**src/rtl/sdl_pkg.sv**
```systemverilog
package sdl_pkg;
  typedef enum logic [2:0] {
    ST_IDLE, ST_LOW, ST_HIGH, ST_GAP, ST_STB, ST_DONE
  } sdl_state_e;

  function automatic int unsigned ns2cyc(int unsigned ns, int unsigned per);
    int unsigned c;
    c = (ns + per - 1) / per;
    return (c == 0) ? 1 : c;
  endfunction

  function automatic int unsigned umax(int unsigned a, int unsigned b);
    return (a > b) ? a : b;
  endfunction
endpackage

```
**src/rtl/sdl_timer.sv**
```systemverilog
module sdl_timer #(
  parameter int unsigned CW = 8
) (
  input  logic          clk_i,
  input  logic          rst_ni,
  input  logic          load_i,
  input  logic [CW-1:0] val_i,
  output logic          zero_o
);
  logic [CW-1:0] cnt_q;

  always_ff @(posedge clk_i or negedge rst_ni) begin
    if (!rst_ni)            cnt_q <= '0;
    else if (load_i)        cnt_q <= val_i;
    else if (cnt_q != '0)   cnt_q <= cnt_q - 1'b1;
  end

  assign zero_o = (cnt_q == '0);
endmodule

```
**src/rtl/sdl_shifter.sv**
```systemverilog
module sdl_shifter #(
  parameter int unsigned W = 32
) (
  input  logic         clk_i,
  input  logic         rst_ni,
  input  logic         load_i,
  input  logic [W-1:0] word_i,
  input  logic         shift_i,
  output logic         msb_o
);
  logic [W-1:0] sr_q;

  always_ff @(posedge clk_i or negedge rst_ni) begin
    if (!rst_ni)       sr_q <= '0;
    else if (load_i)   sr_q <= word_i;
    else if (shift_i)  sr_q <= {sr_q[W-2:0], 1'b0};
  end

  assign msb_o = sr_q[W-1];
endmodule

```
**src/rtl/serial_driver_loader.sv**
```systemverilog
module serial_driver_loader
  import sdl_pkg::*;
#(
  parameter int unsigned WORD_W        = 32,
  parameter int unsigned CLK_PERIOD_NS = 10,
  parameter int unsigned SETUP_NS      = 75,
  parameter int unsigned HOLD_NS       = 75,
  parameter int unsigned CLK_HIGH_NS   = 150,
  parameter int unsigned CLK_LOW_NS    = 150,
  parameter int unsigned DATA_NS       = 150,
  parameter int unsigned CLK_TO_STB_NS = 300,
  parameter int unsigned STB_NS        = 100
) (
  input  logic              clk_i,
  input  logic              rst_ni,
  input  logic [WORD_W-1:0] word_i,
  input  logic              valid_i,
  input  logic              bypass_i,
  output logic              ready_o,
  output logic              done_o,
  output logic              ser_data_o,
  output logic              ser_clk_o,
  output logic              latch_o,
  output logic              out_en_o
);
  localparam int unsigned HIGH_C = umax(ns2cyc(HOLD_NS, CLK_PERIOD_NS),
                                        ns2cyc(CLK_HIGH_NS, CLK_PERIOD_NS));
  localparam int unsigned DATA_C = ns2cyc(DATA_NS, CLK_PERIOD_NS);
  localparam int unsigned DATA_REM = (DATA_C > HIGH_C) ? DATA_C - HIGH_C : 1;
  localparam int unsigned LOW_C  = umax(umax(ns2cyc(SETUP_NS, CLK_PERIOD_NS),
                                             ns2cyc(CLK_LOW_NS, CLK_PERIOD_NS)), DATA_REM);
  localparam int unsigned C2S_C  = ns2cyc(CLK_TO_STB_NS, CLK_PERIOD_NS);
  localparam int unsigned GAP_C  = (C2S_C > HIGH_C) ? C2S_C - HIGH_C : 1;
  localparam int unsigned STB_C  = ns2cyc(STB_NS, CLK_PERIOD_NS);
  localparam int unsigned MAX_C  = umax(umax(LOW_C, HIGH_C), umax(GAP_C, STB_C));
  localparam int unsigned CW     = $clog2(MAX_C + 1);
  localparam int unsigned BW     = (WORD_W > 1) ? $clog2(WORD_W) : 1;

  sdl_state_e st_q, st_d;
  logic sclk_q, sclk_d, latch_q, latch_d, oe_q, oe_d;
  logic [BW-1:0] bit_q, bit_d;
  logic tmr_load, tmr_zero, sh_load, sh_shift;
  logic [CW-1:0] tmr_val;

  sdl_timer #(.CW(CW)) u_timer (
    .clk_i  (clk_i),
    .rst_ni (rst_ni),
    .load_i (tmr_load),
    .val_i  (tmr_val),
    .zero_o (tmr_zero)
  );

  sdl_shifter #(.W(WORD_W)) u_shift (
    .clk_i   (clk_i),
    .rst_ni  (rst_ni),
    .load_i  (sh_load),
    .word_i  (word_i),
    .shift_i (sh_shift),
    .msb_o   (ser_data_o)
  );

  always_comb begin
    st_d     = st_q;
    sclk_d   = sclk_q;
    latch_d  = latch_q;
    oe_d     = oe_q;
    bit_d    = bit_q;
    tmr_load = 1'b0;
    tmr_val  = '0;
    sh_load  = 1'b0;
    sh_shift = 1'b0;
    unique case (st_q)
      ST_IDLE: if (valid_i) begin
        st_d     = ST_LOW;
        tmr_load = 1'b1;
        tmr_val  = CW'(LOW_C - 1);
        sh_load  = 1'b1;
        oe_d     = !bypass_i;
        latch_d  = bypass_i;  // bypass: latches follow the shift stages
        bit_d    = '0;
      end
      ST_LOW: if (tmr_zero) begin
        st_d     = ST_HIGH;
        sclk_d   = 1'b1;
        tmr_load = 1'b1;
        tmr_val  = CW'(HIGH_C - 1);
      end
      ST_HIGH: if (tmr_zero) begin
        sclk_d   = 1'b0;
        tmr_load = 1'b1;
        if (bit_q == BW'(WORD_W - 1)) begin
          st_d    = ST_GAP;
          tmr_val = CW'(GAP_C - 1);
        end else begin
          st_d     = ST_LOW;
          tmr_val  = CW'(LOW_C - 1);
          sh_shift = 1'b1;
          bit_d    = bit_q + 1'b1;
        end
      end
      ST_GAP: if (tmr_zero) begin
        st_d     = ST_STB;
        latch_d  = 1'b1;
        tmr_load = 1'b1;
        tmr_val  = CW'(STB_C - 1);
      end
      ST_STB: if (tmr_zero) begin
        st_d    = ST_DONE;
        latch_d = 1'b0;
        oe_d    = 1'b1;
      end
      default: st_d = ST_IDLE;
    endcase
  end

  always_ff @(posedge clk_i or negedge rst_ni) begin
    if (!rst_ni) begin
      st_q    <= ST_IDLE;
      sclk_q  <= 1'b0;
      latch_q <= 1'b0;
      oe_q    <= 1'b1;
      bit_q   <= '0;
    end else begin
      st_q    <= st_d;
      sclk_q  <= sclk_d;
      latch_q <= latch_d;
      oe_q    <= oe_d;
      bit_q   <= bit_d;
    end
  end

  assign ser_clk_o = sclk_q;
  assign latch_o   = latch_q;
  assign out_en_o  = oe_q;
  assign ready_o   = (st_q == ST_IDLE);
  assign done_o    = (st_q == ST_DONE);
endmodule

```
**config.mk**
```make
export PLATFORM = sky130hd
export DESIGN_NAME = serial_driver_loader
export DESIGN_NICKNAME = d
export VERILOG_FILES = /design/src/rtl/sdl_pkg.sv /design/src/rtl/sdl_timer.sv /design/src/rtl/sdl_shifter.sv /design/src/rtl/serial_driver_loader.sv
export SDC_FILE = /design/constraint.sdc
export NUM_CORES = 1
export LEC_CHECK = 0
export ABC_AREA = 1
export CAP_MARGIN = 0
export CORE_ASPECT_RATIO = 0.5
export CORE_UTILIZATION = 40
export DETAILED_ROUTE_END_ITERATION = 10
export PLACE_DENSITY = 0.72
export SYNTH_ARGS = -nofsm -noshare
export SYNTH_HDL_FRONTEND = slang
export SYNTH_SLANG_ARGS = --single-unit
```
**constraint.sdc**
```tcl
create_clock -name clk_i -period 1.8 [get_ports clk_i]
set_input_delay 0.36 -clock clk_i [delete_from_list [all_inputs] [get_ports clk_i]]
set_output_delay 0.36 -clock clk_i [all_outputs]
set_load 0.02 [all_outputs]
```
==> impl_metrics.py, run 1 <==
metrics = {
    "run_status": {
        "status": "finished, final reports clean",
    },
    "logic_synthesis": {
        "syn_inst": 344,
        "synthTopCellsByArea": "dfrtp_1, nand2_1, o21ai_0",
        "synth.largest_area_cell": "dfrtp_1",
        "netlist_area_sq_um": 2480,
        "synth_seq_cells": 47,
        "synth.distinct_cells": 25,
        "ys_warn_count": 0,
        "syn_avg_cell_area_sq_um": 7.22,
        "ys.flop_type": "dfrtp_1",
        "synth_top_area_frac": 0.463,
        "synth_edf_count": 0,
        "synth-async-reset-ratio": 1.00,
        "yosysSeqAreaShare": 0.474,
        "syn_nets": 383,
    },
    "critical_path": {
        "rrSetupSlack_ns": 0.10,
        "path_max_fanout": 6,
        "critPathKind": "register to output port",
        "cp_slowest_stage_delay_ns": 0.48,
        "cp.required_ns": 1.44,
        "worstPathArrival_ns": 1.35,
        "crit_path_start_kind": "register",
        "crit_chain": "inv_2, nor3_1, clkdlybuf4s15_1",
        "crit_path_top_delay_cell": "dfrtp_1",
        "critical_path.endpoint_type": "output port",
    },
    "drt": {
        "drc": 0,
        "detail-route-antenna-nets": 0,
        "viasPerCell": 4.77,
        "finalWirelength_mm": 5.68,
        "vias": 2293,
        "dr.first_iter.drc_count": 104,
        "dr.pass1.iters": 4,
        "wire_per_inst_um": 11.8,
    },
    "sta": {
        "timing.final.crit_share": 0.952,
        "slew_viol_final": 0,
        "fin_skew_ns": 0.00436,
        "period_minus_slack_ns": 1.71,
        "slew_headroom": 0.630,
        "setup_violations": 0,
        "rsz0062_at_grt": "no",
        "fin_ws_ns": 0.0867,
        "worst_slew_pin_slew_ns": 0.555,
        "final_hold_viol_count": 0,
        "max_freq_mhz": 584,
    },
    "final_layout": {
        "final_common_cell": "nand2_1",
        "antenna_cells": 0,
        "mostFrequentLayoutCells": "nand2_1, dfrtp_1, clkdlybuf4s50_1",
        "final_area_sq_um": 3280,
        "syn_to_final_growth_pct": 32.0,
        "stdcell_count": 481,
        "fin_nets": 435,
        "fin_util": 0.573,
        "drive_above_1_share": 0.101,
        "fillCellCount": 514,
    },
    "floorplan": {
        "core-area_sq_um": 5730,
        "start_util": 0.434,
        "io-pin-count": 42,
        "die_w_um": 113,
        "die-area_sq_um": 6550,
        "die_y_um": 57.7,
        "num_rows": 19,
    },
    "clock_tree": {
        "clkLatencyLatePin_ns": 0.29,
        "hold_buffers": 0,
        "cts_tree": "done",
        "cts_buffers": 5,
        "htreeDepth": 2,
        "cts_buffer_depth": 2,
        "cts_sinks": 47,
        "cts_root_buf": "clkbuf_16",
        "clk_pin_slew_ns": 0.07,
    },
    "power": {
        "power.density_nw_per_um2": 1420,
        "power.total_w": 0.00466,
        "power_leakage_nw": 1.76,
        "ir_drop_uv": 565,
    },
    "grt": {
        "grt_use_total": 0.188,
        "met2_usage": 0.341,
        "grt_pass1_wl_mm": 9.63,
        "gr-total-overflow": 0,
        "grt_max_degree": 36,
        "grt_util_met3": 0.0397,
        "grt-busiest-layer": "met2",
        "antenna_found_initial": 0,
        "grtUsageMet1": 0.225,
        "grt_pass1_vias": 2225,
    },
    "place": {
        "dp_cells": 466,
        "post-place-ws_ns": -0.178,
        "io_buffers": 41,
        "placed_area_sq_um": 3010,
        "dpl.hpwl_mm": 3.62,
        "globalplace.congestion": 0.754,
    },
    "hold_path": {
        "hp-class": "primary input to asynchronous set/reset pin",
    },
    "job": {
        "maxCapViolations": 0,
    },
}
state kept, by name, summed over array words and instances (netlist names):
signal,count
ser_clk_o,1
out_en_o,1
st_q,3
latch_o,1
u_timer.cnt_q,4
u_shift.sr_q,32
bit_q,5
report_power, final:
| part | leakage [nW] | internal (W) | switching [W] |
|---|---|---|---|
| Clock | 0.0700 | 0.000519 | 0.000411 |
| Sequential | 0.608 | 0.00142 | 0.000223 |
| Combinational | 1.08 | 0.000839 | 0.00125 |
worst max-delay path, delay by kind of cell (launching register included):
| family | cells | cell delay, ns |
|---|---|---|
| buf+inv | 2 | 0.42 |
| flops | 1 | 0.48 |
| simple gates | 1 | 0.17 |
Yosys cell counts, types with 4 or more instances:
| master | count |
|---|---|
| inv_1 | 13 |
| o21ai_0 | 11 |
| dfrtp_1 | 46 |
| inv_2 | 4 |
| buf_2 | 9 |
| nand3_1 | 8 |
| nor2_1 | 9 |
| nand2_1 | 215 |
per-stage QoR:
step           setup TNS (ns)  hold slack, ns
6_report                    0          0.0562
5_1_grt                     0           0.109
4_1_cts              -0.00250          0.0807
3_5_place_dp            -4.82           0.390
3_3_place_gp            -4.38           0.375
2_1_floorplan               0          0.0644
path summary, 6_finish.rpt:
path	end	cells after the start	from
setup / recovery	done_o	3	st_q[0]
hold / removal	u_shift.sr_q[7]	1	rst_ni
setup reg to reg	u_shift.sr_q[0]	8	bit_q[0]
hold reg to reg	u_shift.sr_q[31]	2	u_shift.sr_q[31]
max in group asynchronous	u_shift.sr_q[20]	2	rst_ni
min in group clk_i	u_shift.sr_q[31]	2	u_shift.sr_q[31]
cells by family after synthesis:
group           synth area share
xor+xnor                  0.0106
simple gates               0.402
flops                      0.474
buf+inv                   0.0574
fa+ha+maj                 0.0151
compound gates            0.0408
layout make-up:
class,instances,area (sq um),area share
Sequential cell,47,1180,0.359
Tap cell,84,105,0.0320
Timing Repair Buffer,55,557,0.170
Clock inverter,3,25.0,0.00763
Multi-Input combinational cell,270,1230,0.374
Inverter,17,63.8,0.0195
Clock buffer,5,125,0.0381
routing by layer:
metal,routed length [um],vias up,share of wire
li1,-,1161,-
met1,2590,1075,0.46
met2,2820,48,0.50
met3,191,9,0.034
met4,79,0,0.014
met5,0,-,0
timing repair:
action                     CTS  global route
cloned                       2             0
gates resized for setup      5             8
buffers inserted             0             5
pin swaps                    2             3
setup endpoints to repair   38            42
No activity file was read; power rests on OpenSTA's default activity.
==> run 2: changes to the inputs <==
- CELL_PAD_IN_SITES_DETAIL_PLACEMENT: not set -> 0
- CELL_PAD_IN_SITES_GLOBAL_PLACEMENT: not set -> 2
- CORE_UTILIZATION: 40 -> 30
- PLACE_DENSITY: 0.72 -> 0.89
==> run 2 against run 1 <==
Compared with the run above:
- register-to-register slack gained 0.03 ns
- sequential share of layout area shrank 1.6 points
- fmax hardly changed
- clock power is 18% higher
- via count shrank 2.6%
- sequential power about the same
- cell area increased by 4.7%
- highest routed layer unchanged
==> impl_metrics.py, run 2 (same netlist as run 1, synthesis figures left out) <==
metrics = {
    "drt": {
        "vias": 2233,
        "finalWirelength_mm": 5.93,
        "dr.first_iter.drc_count": 130,
        "detail-route-antenna-nets": 0,
        "dr.pass1.iters": 4,
        "drc": 0,
        "viasPerCell": 4.29,
        "wire_per_inst_um": 11.4,
    },
    "final_layout": {
        "register_area_sq_um": 1180,
        "largest_reg_flops": 32,
        "multi_input_area_sq_um": 1190,
        "largestRegisters": "u_shift.sr_q x32, bit_q x5, u_timer.cnt_q x4",
        "stdcell_count": 521,
        "fin_nets": 447,
        "final_area_sq_um": 3430,
        "fin_util": 0.429,
        "regMostFlops": "u_shift.sr_q",
        "drive_above_1_share": 0.130,
        "antenna_cells": 0,
        "final_common_cell": "nand2_1",
        "fillCellCount": 816,
        "mostFrequentLayoutCells": "nand2_1, dfrtp_1, clkdlybuf4s50_1",
        "syn_to_final_growth_pct": 38.2,
    },
    "grt": {
        "grt_max_degree": 36,
        "grt_pass1_vias": 2164,
        "antenna_found_initial": 0,
        "grt_use_total": 0.154,
        "gr-total-overflow": 0,
        "grt_pass1_wl_mm": 10.2,
    },
    "critical_path": {
        "worstPathArrival_ns": 1.35,
        "path_depth": 4,
        "critPathKind": "register to output port",
        "worstRegToRegCells": 9,
        "crit_path_start_kind": "register",
        "cp.required_ns": 1.44,
        "path_max_fanout": 6,
        "cp_slowest_stage_delay_ns": 0.46,
        "critical_path.endpoint_type": "output port",
        "crit_path_top_delay_cell": "dfrtp_2",
        "crit_buf_inv": 2,
        "cp_top_family": "flip-flops",
        "crit_chain": "nor2_4, nand2_4, inv_2, dlygate4sd2_1",
    },
    "sta": {
        "slew_viol_final": 0,
        "worst_slew_pin_slew_ns": 0.464,
        "period_minus_slack_ns": 1.71,
        "final_hold_viol_count": 0,
        "setup_violations": 0,
        "tns_ns": 0,
        "slew_headroom": 0.690,
        "fin_skew_ns": 0.00774,
        "fin_hold_ws_ns": 0.0103,
        "max_freq_mhz": 584,
        "rsz0062_at_grt": "no",
        "timing.final.crit_share": 0.951,
    },
    "clock_tree": {
        "clkLatencyLatePin_ns": 0.29,
        "clk_pin_slew_ns": 0.07,
        "cts_tree": "done",
        "cts_buffers": 5,
        "cts_buffer_depth": 2,
        "cts_sinks": 47,
        "cts_root_buf": "clkbuf_16",
        "htreeDepth": 2,
    },
    "floorplan": {
        "die_y_um": 66.4,
        "start_util": 0.311,
        "die_w_um": 131,
        "num_rows": 23,
        "die-area_sq_um": 8670,
        "io-pin-count": 42,
        "core-area_sq_um": 8000,
    },
    "power": {
        "power.density_nw_per_um2": 1450,
        "ir_drop_uv": 484,
        "power_leakage_nw": 1.83,
    },
    "hold_path": {
        "hp-class": "primary input to asynchronous set/reset pin",
    },
    "place": {
        "io_buffers": 41,
        "globalplace.congestion": 0.746,
        "dpl.hpwl_mm": 3.87,
        "placed_area_sq_um": 3140,
        "dp_cells": 503,
    },
    "job": {
        "maxCapViolations": 0,
    },
    "run_status": {
        "status": "finished, final reports clean",
    },
}
## run 2: worst reg2reg max path, stage by stage, from the launching register on
cell and delay [ns]:
dfrtp_1 0.39, ha_1 0.21, nand2_1 0.08, nor2_1 0.04, ha_1 0.21, nor2_4 0.14
nand2_1 0.13, nand2_4 0.12, buf_12 0.15, o21ai_0 0.09
## run 2: per-stage QoR
step	setup WS, ns	total power (W)
after global routing	0.0000722	0.00540
after global placement	-0.182	0.00363
after CTS	0.0156	0.00487
after detailed placement	-0.247	0.00369
after floorplan	0.264	0.00300
final	0.0879	0.00496
## run 2: metal layers
metal | share of wire | wire length [um] | global-route usage
met1 | 0.48 | 2850 | 0.205
met2 | 0.48 | 2820 | 0.244
met3 | 0.035 | 208 | 0.0356
met5 | 0 | 0 | 0
met4 | 0.0086 | 51 | 0.0517
## run 2: final cells by class
type / instances / share of cell area
clock buffers: 6 / 0.0405
clock inverters: 2 / 0.0102
inverters: 17 / 0.0186
multi-input cells: 269 / 0.348
flip-flops and latches: 47 / 0.343
well taps: 112 / 0.0408
repair buffers: 68 / 0.199
## run 2: report_power, final
part	total [W]	switching [W]	internal, W
Clock	0.00110	0.000406	0.000691
Sequential	0.00164	0.000213	0.00143
Combinational	0.00222	0.00126	0.000967
## run 2: final timing paths
check | start | endpoint | slack, ns
worst max register to register | bit_q[0] | u_shift.sr_q[0] | 0.13
worst min-delay path | rst_ni | u_shift.sr_q[31] | 0.01
min in group clk_i | u_shift.sr_q[11] | u_shift.sr_q[11] | 0.47
worst max-delay path | st_q[0] | ready_o | 0.09
worst min register to register | u_shift.sr_q[11] | u_shift.sr_q[11] | 0.47
max in group asynchronous | rst_ni | u_timer.cnt_q[3] | 1.27
## run 2: what timing repair did
action,CTS,global route
resized for setup,6,5
pin swaps,2,4
setup endpoints to repair,37,40
endpoints found under the hold margin,0,0
setup buffers,0,9
hold buffers,0,0
gates cloned,1,0
